$ cat src/rtl/fpw_pkg.sv
package fpw_pkg;
  typedef enum logic [2:0] {
    SEL_PTR   = 3'd0,
    SEL_LATCH = 3'd1,
    SEL_CTRL  = 3'd2,
    SEL_KEY   = 3'd3,
    SEL_TBLWR = 3'd4
  } fpw_sel_e;

  typedef enum logic [1:0] {
    KEY_IDLE  = 2'd0,
    KEY_HALF  = 2'd1,
    KEY_ARMED = 2'd2
  } fpw_key_e;

  localparam logic [7:0] KEY_FIRST  = 8'h55;
  localparam logic [7:0] KEY_SECOND = 8'hAA;
  localparam logic [7:0] BYTE_BLANK = 8'hFF;

  localparam int CTRL_WREN  = 0;
  localparam int CTRL_GO    = 1;
  localparam int CTRL_ERASE = 2;
  localparam int CTRL_INC   = 3;
endpackage

$ cat src/rtl/fpw_keylock.sv
module fpw_keylock
  import fpw_pkg::*;
(
  input  logic       clk,
  input  logic       rst_n,
  input  logic       key_wr,
  input  logic [7:0] key_val,
  input  logic       go_wr,
  input  logic       go_en,
  output logic       launch,
  output logic       err
);
  fpw_key_e st;

  assign launch = go_wr && go_en && (st == KEY_ARMED);

  always_ff @(posedge clk) begin
    if (!rst_n) begin
      st  <= KEY_IDLE;
      err <= 1'b0;
    end else if (go_wr) begin
      st  <= KEY_IDLE;
      err <= !launch;
    end else if (key_wr) begin
      unique case (st)
        KEY_IDLE: begin
          if (key_val == KEY_FIRST) st <= KEY_HALF;
          else err <= 1'b1;
        end
        KEY_HALF: begin
          if (key_val == KEY_SECOND) st <= KEY_ARMED;
          else begin
            st  <= KEY_IDLE;
            err <= 1'b1;
          end
        end
        default: begin
          st  <= KEY_IDLE;
          err <= 1'b1;
        end
      endcase
    end
  end

  a_r10_relock_after_launch: assert property (@(posedge clk) disable iff (!rst_n)
    launch |=> (st == KEY_IDLE));
  a_r5_bad_first_key: assert property (@(posedge clk) disable iff (!rst_n)
    (key_wr && !go_wr && st == KEY_IDLE && key_val != KEY_FIRST) |=> err);
  a_r5_failed_start_flags: assert property (@(posedge clk) disable iff (!rst_n)
    (go_wr && !launch) |=> (err && st == KEY_IDLE));
endmodule

$ cat src/rtl/fpw_holdbuf.sv
module fpw_holdbuf
  import fpw_pkg::*;
#(
  parameter int BLK_BYTES = 64,
  parameter int OFS_W     = 6
) (
  input  logic             clk,
  input  logic             rst_n,
  input  logic             wr_en,
  input  logic [OFS_W-1:0] wr_idx,
  input  logic [7:0]       wr_data,
  input  logic             clr_all,
  input  logic [OFS_W-1:0] rd_idx,
  output logic [7:0]       rd_data
);
  logic [7:0] bytes_q [BLK_BYTES];

  always_ff @(posedge clk) begin
    if (!rst_n || clr_all) begin
      for (int i = 0; i < BLK_BYTES; i++) bytes_q[i] <= BYTE_BLANK;
    end else if (wr_en) begin
      bytes_q[wr_idx] <= wr_data;
    end
  end

  assign rd_data = bytes_q[rd_idx];

  a_r2_blank_after_clear: assert property (@(posedge clk) disable iff (!rst_n)
    clr_all |=> (rd_data == BYTE_BLANK));
  a_r1_write_lands: assert property (@(posedge clk) disable iff (!rst_n)
    (wr_en && !clr_all) |=> (bytes_q[$past(wr_idx)] == $past(wr_data)));
endmodule

$ cat src/rtl/fpw_progseq.sv
module fpw_progseq
  import fpw_pkg::*;
#(
  parameter int BLK_BYTES    = 64,
  parameter int OFS_W        = 6,
  parameter int BLK_W        = 6,
  parameter int WRITE_CYCLES = 2000
) (
  input  logic                   clk,
  input  logic                   rst_n,
  input  logic                   launch,
  input  logic                   launch_erase,
  input  logic [BLK_W-1:0]       launch_blk,
  input  logic [7:0]             byte_in,
  output logic [OFS_W-1:0]       byte_idx,
  output logic                   busy,
  output logic                   done,
  output logic                   hold_clr,
  output logic                   fl_valid,
  input  logic                   fl_ready,
  output logic                   fl_erase,
  output logic [BLK_W+OFS_W-1:0] fl_addr,
  output logic [7:0]             fl_data
);
  localparam int TMR_W = $clog2(WRITE_CYCLES + 1);
  localparam logic [TMR_W-1:0] TMR_LAST = TMR_W'(WRITE_CYCLES - 1);
  localparam logic [OFS_W-1:0] IDX_LAST = OFS_W'(BLK_BYTES - 1);

  logic [TMR_W-1:0] tmr;
  logic [OFS_W-1:0] idx;
  logic             walk_done;
  logic             erase_q;
  logic [BLK_W-1:0] blk_q;
  logic             fin;

  assign fin      = busy && walk_done && (tmr == TMR_LAST);
  assign hold_clr = fin;
  assign byte_idx = idx;
  assign fl_erase = erase_q;
  assign fl_valid = busy && !walk_done && (erase_q || byte_in != BYTE_BLANK);
  assign fl_addr  = erase_q ? {blk_q, {OFS_W{1'b0}}} : {blk_q, idx};
  assign fl_data  = erase_q ? BYTE_BLANK : byte_in;

  always_ff @(posedge clk) begin
    if (!rst_n) begin
      busy      <= 1'b0;
      done      <= 1'b0;
      tmr       <= '0;
      idx       <= '0;
      walk_done <= 1'b0;
      erase_q   <= 1'b0;
      blk_q     <= '0;
    end else begin
      done <= fin;
      if (launch && !busy) begin
        busy      <= 1'b1;
        tmr       <= '0;
        idx       <= '0;
        walk_done <= 1'b0;
        erase_q   <= launch_erase;
        blk_q     <= launch_blk;
      end else if (busy) begin
        if (fin) busy <= 1'b0;
        if (tmr != TMR_LAST) tmr <= tmr + TMR_W'(1);
        if (!walk_done) begin
          if (erase_q) begin
            if (fl_ready) walk_done <= 1'b1;
          end else if (byte_in == BYTE_BLANK || fl_ready) begin
            idx <= idx + OFS_W'(1);
            if (idx == IDX_LAST) walk_done <= 1'b1;
          end
        end
      end
    end
  end

  a_r8_beat_held: assert property (@(posedge clk) disable iff (!rst_n)
    (fl_valid && !fl_ready) |=> (fl_valid && $stable(fl_addr) && $stable(fl_data) && $stable(fl_erase)));
  a_r3_no_blank_beat: assert property (@(posedge clk) disable iff (!rst_n)
    (fl_valid && !fl_erase) |-> (fl_data != BYTE_BLANK));
  a_r6_done_follows_busy: assert property (@(posedge clk) disable iff (!rst_n)
    done |-> (!busy && $past(busy)));
  a_r6_full_timer: assert property (@(posedge clk) disable iff (!rst_n)
    $fell(busy) |-> ($past(tmr) == TMR_LAST));
  a_r7_erase_one_beat: assert property (@(posedge clk) disable iff (!rst_n)
    (fl_valid && fl_ready && fl_erase) |=> !fl_valid);
endmodule

$ cat src/rtl/fpw_ctrl.sv
module fpw_ctrl
  import fpw_pkg::*;
#(
  parameter int ADDR_W       = 12,
  parameter int BLK_BYTES    = 64,
  parameter int WRITE_CYCLES = 2000
) (
  input  logic              clk,
  input  logic              rst_n,
  input  logic              cpu_we,
  input  logic [2:0]        cpu_sel,
  input  logic [ADDR_W-1:0] cpu_wdata,
  output logic [ADDR_W-1:0] ptr_q,
  output logic              err_q,
  output logic              stall,
  output logic              done,
  output logic              fl_valid,
  input  logic              fl_ready,
  output logic              fl_erase,
  output logic [ADDR_W-1:0] fl_addr,
  output logic [7:0]        fl_data
);
  localparam int OFS_W = $clog2(BLK_BYTES);
  localparam int BLK_W = ADDR_W - OFS_W;

  logic             busy;
  logic             acc;
  logic             wr_ptr, wr_latch, wr_ctrl, wr_key, wr_tbl;
  logic             go_wr, launch, hold_clr;
  logic [7:0]       latch_q;
  logic             inc_q;
  logic [OFS_W-1:0] rd_idx;
  logic [7:0]       rd_byte;

  assign acc      = cpu_we && !busy;
  assign wr_ptr   = acc && (cpu_sel == SEL_PTR);
  assign wr_latch = acc && (cpu_sel == SEL_LATCH);
  assign wr_ctrl  = acc && (cpu_sel == SEL_CTRL);
  assign wr_key   = acc && (cpu_sel == SEL_KEY);
  assign wr_tbl   = acc && (cpu_sel == SEL_TBLWR);
  assign go_wr    = wr_ctrl && cpu_wdata[CTRL_GO];
  assign stall    = busy;

  always_ff @(posedge clk) begin
    if (!rst_n) begin
      ptr_q   <= '0;
      latch_q <= 8'h00;
      inc_q   <= 1'b0;
    end else begin
      if (wr_ptr) ptr_q <= cpu_wdata;
      else if (wr_tbl && inc_q) ptr_q <= ptr_q + ADDR_W'(1);
      if (wr_latch) latch_q <= cpu_wdata[7:0];
      if (wr_ctrl) inc_q <= cpu_wdata[CTRL_INC];
    end
  end

  fpw_keylock u_lock (
    .clk     (clk),
    .rst_n   (rst_n),
    .key_wr  (wr_key),
    .key_val (cpu_wdata[7:0]),
    .go_wr   (go_wr),
    .go_en   (cpu_wdata[CTRL_WREN]),
    .launch  (launch),
    .err     (err_q)
  );

  fpw_holdbuf #(.BLK_BYTES(BLK_BYTES), .OFS_W(OFS_W)) u_hold (
    .clk     (clk),
    .rst_n   (rst_n),
    .wr_en   (wr_tbl),
    .wr_idx  (ptr_q[OFS_W-1:0]),
    .wr_data (latch_q),
    .clr_all (hold_clr),
    .rd_idx  (rd_idx),
    .rd_data (rd_byte)
  );

  fpw_progseq #(
    .BLK_BYTES(BLK_BYTES), .OFS_W(OFS_W), .BLK_W(BLK_W), .WRITE_CYCLES(WRITE_CYCLES)
  ) u_seq (
    .clk          (clk),
    .rst_n        (rst_n),
    .launch       (launch),
    .launch_erase (cpu_wdata[CTRL_ERASE]),
    .launch_blk   (ptr_q[ADDR_W-1:OFS_W]),
    .byte_in      (rd_byte),
    .byte_idx     (rd_idx),
    .busy         (busy),
    .done         (done),
    .hold_clr     (hold_clr),
    .fl_valid     (fl_valid),
    .fl_ready     (fl_ready),
    .fl_erase     (fl_erase),
    .fl_addr      (fl_addr),
    .fl_data      (fl_data)
  );

  a_r9_ptr_frozen: assert property (@(posedge clk) disable iff (!rst_n)
    stall |=> $stable(ptr_q));
  a_r9_no_launch_in_stall: assert property (@(posedge clk) disable iff (!rst_n)
    stall |-> !launch);
  a_r6_stall_after_launch: assert property (@(posedge clk) disable iff (!rst_n)
    launch |=> stall);
  a_r5_err_stable_in_stall: assert property (@(posedge clk) disable iff (!rst_n)
    (stall && $past(stall)) |-> $stable(err_q));
endmodule

$ cat config.mk
export PLATFORM = sky130hd
export DESIGN_NAME = fpw_ctrl
export DESIGN_NICKNAME = d
export VERILOG_FILES = /design/src/rtl/fpw_pkg.sv /design/src/rtl/fpw_keylock.sv /design/src/rtl/fpw_holdbuf.sv /design/src/rtl/fpw_progseq.sv /design/src/rtl/fpw_ctrl.sv
export SDC_FILE = /design/constraint.sdc
export NUM_CORES = 1
export LEC_CHECK = 0
export BUFFER_PORTS_ARGS = -buffer_cell sky130_fd_sc_hd__buf_2
export CAP_MARGIN = 10
export CORE_ASPECT_RATIO = 1.5
export CORE_MARGIN = 5
export CORE_UTILIZATION = 40
export DETAILED_ROUTE_END_ITERATION = 8
export HOLD_SLACK_MARGIN = 0.05
export SLEW_MARGIN = 20
export SYNTH_ARGS = -nofsm -noshare
export SYNTH_HDL_FRONTEND = slang
export SYNTH_SLANG_ARGS = --single-unit
$ cat constraint.sdc
create_clock -name clk -period 6.1 [get_ports clk]
set_clock_uncertainty 0.05 [all_clocks]
set_input_delay 1.525 -clock clk [delete_from_list [all_inputs] [get_ports clk]]
set_output_delay 1.525 -clock clk [all_outputs]
set_load 0.02 [all_outputs]
==> results_dict.tcl <==
set metrics [dict create \
    yosys.area.top_type "edfxtp_1" \
    cts_hold_buf 0 \
    synth.area.top_cells "edfxtp_1 58%, or3_1 11%, mux4_2 11%" \
    io-pin-count 56 \
    cts_max_level 2 \
    p_switching_mw 1.629 \
    sw_frac_of_total_pct 21.12 \
    grtUsageTotal_pct 20.07 \
    die_w_um 220.4 \
    cp-end-kind "primary output" \
    gp_congestion 0.9127 \
    endpoint "fl_valid" \
    rsz0062_at_grt "no" \
    power.internal_mw 6.083 \
    nets 1928 \
    slew_viol_final 0 \
    netlist.area_leader.share_pct 57.86 \
    ys_ff_latch 569 \
    grt_util_met1_pct 24.21 \
    maxCapViolCount 0 \
    port_buffers 55 \
    fin_crit_ps 5616 \
    path_buf_inv 2 \
    leakage_nw 7.089 \
    num_rows 115 \
    vias 16510 \
    critical_path_cell_count 9 \
    hold_viol_final 0 \
    grt_use_met2_pct 36.51 \
    grt_overflow 0 \
    crit_fanout 56 \
    critPathLaunchType "flop" \
    syn_area_sq_um 26570 \
    cts_tree "built" \
    setup-violations-final 0 \
    place_area_sq_um 27840 \
    clock_sink_count 569 \
    r2r_cells 8 \
    insertion_delay_ps 600 \
    clock.fmax_ghz 0.1781 \
    layout-drive-gt1-share_pct 23.19 \
    ant_nets 0 \
    initial_core_util_pct 40.41 \
    power_density_nw_per_um2 261.8 \
    grt_use_met3_pct 2.555 \
    vias_per_cell 5.849 \
    totalWireLength_mm 72.66 \
    cp_common_cell "nor2_1" \
    synth_warnings 0 \
    grt_start_max_net_pins 73 \
    clkTransAtPathRegs_ps 60 \
    cts_resized 0 \
    syn-mean-instance-area_sq_um 13.86 \
    synth_cells 1917 \
    drt_iter0_markers 1385 \
    worst_hold_path_type "flop to flop" \
    p_comb_share_pct 2.9 \
    fin_crit_sh_pct 92.07 \
    worst_pin_slew_ps 1036 \
    clockBufferDepth 3 \
    drc 0 \
    synth_ff_type "edfxtp_1" \
    grt_pass1_wl_mm 109.4 \
    seq_power_share_pct 55.0 \
    required_ps 4530 \
    top_usage_layer "met2" \
    outcome "complete, no violations" \
    die_area_sq_um 71790 \
    slew-limit-headroom_pct 30.82 \
    die_y_um 325.7 \
    areaGrowthSynthToFinish_pct 10.87 \
    fin_area_sq_um 29460 \
    critical_path_arrival_ps 4040 \
    slowest_stage "dfxtp_4" \
    cp_top_family "flip-flops" \
    detail_route.wl_per_cell_um 25.74 \
    seq_area_frac_synth_pct 62.15 \
    clockPowerShare_pct 42.1 \
    fin_setup_tns_ps 0 \
    ir_worst_vdd_mv 0.2383 \
    hold_start "latch_q[0]" \
    synth-edff-count 512 \
    cts_buffers 51 \
    worstSetupPathType "flop to primary output" \
    cts_root_buf "clkbuf_16" \
    fill_cells 5847 \
    coreArea_sq_um 65760 \
    async_flop_share_pct 0 \
    rrSetupSlack_ps 1950 \
    mappedNetlistNets 1939 \
    cpPeakStageDelay_ps 970 \
    hpwl_mm 46.49 \
    yosysUniqueCellTypes 65 \
    post_cts_buffers 0 \
    cp_cell_sequence "inv_2, mux2_2, a2111oi_0, a2bb2oi_1, nor2_1, nand4_1, nor2_1, nor2_1, buf_2" \
    drt_first_pass_iters 5 \
    antenna_found_initial 2 \
    grt_pass1_vias 17110 \
]
==> area by class of cell <==
cell class                 count  area, sq um  share of cell area (%)
tap                          877         1097                   3.724
antenna                        1        2.502                0.008494
multi-input combinational   1110         9032                   30.66
clock inverter                25        282.8                  0.9598
clock buffer                  67         1336                   4.536
inverter                       9        33.78                  0.1147
timing repair buffer         165         1139                   3.865
sequential                   569        16540                   56.13
==> through the flow <==
| stage | utilization, % | setup WS (ps) | hold slack [ps] | instances | power, mW |
|---|---|---|---|---|---|
| 2_1_floorplan | - | 1879 | 408.7 | 1917 | 4.442 |
| 3_3_place_gp | 42.33 | 1055 | 413.0 | 2730 | 4.548 |
| 3_5_place_dp | 42.34 | 1173 | 414.7 | 2730 | 4.552 |
| 4_1_cts | 44.80 | 529.2 | 437.7 | 2822 | 7.765 |
| 5_1_grt | 44.80 | 397.4 | 447.3 | 2822 | 7.928 |
| 6_report | 44.80 | 483.8 | 433.0 | 2823 | 7.712 |
==> cell usage after synthesis, drive strengths merged (2+ instances only) <==
master and number:
a211oi 10, a21oi 11, a221oi 10, a22oi 6
a311oi 2, a31o 2, a31oi 5, a32oi 4
and2 2, and3 5, buf 38, clkbuf 191
dfxtp 57, edfxtp 512, ha 3, inv 8
mux2 5, mux2i 64, mux4 125, nand2 58
nand2b 11, nand3 22, nand3b 7, nand4 9
nor2 70, nor2b 9, nor3 11, nor3b 3
nor4b 2, nor4bb 2, o211ai 4, o21ai 73
o22ai 4, o31ai 9, or2 65, or3 457
or3b 2, or4 6, xnor2 6, xor2 11
==> kinds of logic (layout without fill, tap and decap cells) <==
logic type | after synthesis | count (layout) | synth area share (%)
AOI/OAI and AO/OA | 153 | 153 | 3.630
and+or+nand+nor | 743 | 743 | 16.30
buffers and inverters | 238 | 266 | 4.002
other | 0 | 1 | 0
muxes | 194 | 194 | 13.22
DFF | 569 | 569 | 62.15
adders and majority gates | 3 | 3 | 0.1413
xor gates and xnor gates | 17 | 17 | 0.5603
==> flip-flops by register name, indices dropped and copies added, names as in the netlist, named ones only <==
| name | flops |
|---|---|
| inc_q | 1 |
| latch_q | 8 |
| ptr_q | 12 |
| u_hold.bytes_q | 512 |
| u_lock.err | 1 |
| u_lock.st | 2 |
| u_seq.blk_q | 6 |
| u_seq.busy | 1 |
| u_seq.byte_idx | 6 |
| u_seq.done | 1 |
| u_seq.fl_erase | 1 |
| u_seq.tmr | 11 |
| u_seq.walk_done | 1 |
==> power groups by stage <==
stage          clock network [mW]  registers (mW)  logic (mW)
5_1_grt                      3.45            4.24       0.240
3_3_place_gp                    0            4.33       0.220
4_1_cts                      3.30            4.24       0.225
2_1_floorplan                   0            4.33       0.115
6_report                     3.25            4.24       0.223
3_5_place_dp                    0            4.33       0.224
==> layer usage <==
metal  wire length [um]  vias up
met5                  0        -
met4               2749        0
met3               4153      133
met2              39080      603
met1              26680     8422
li1                   -     7355
==> layout by cell type (no fill, tap or decap), drive strengths merged, types with 22 or more instances in the layout <==
master    n
clkbuf   67
mux4    125
buf     165
dfxtp    57
or2      65
nor2     70
nand2    58
o21ai    73
nand3    22
or3     457
mux2i    64
edfxtp  512
==> how the worst min path moves through the flow <==
stage / end / cells after the start
final: latch_q[0] / 2
after global routing: latch_q[0] / 2
after CTS: latch_q[2] / 2
after detailed placement: u_lock.err / 2
after global placement: latch_q[0] / 2
after floorplan: u_seq.done / 2
==> worst min-delay path, cell delays in order (launching register included) <==
cell     delay (ps)
dfxtp_2         320
mux2i_1          60
nor2_1           70
No activity file was read; power rests on OpenSTA's default activity.
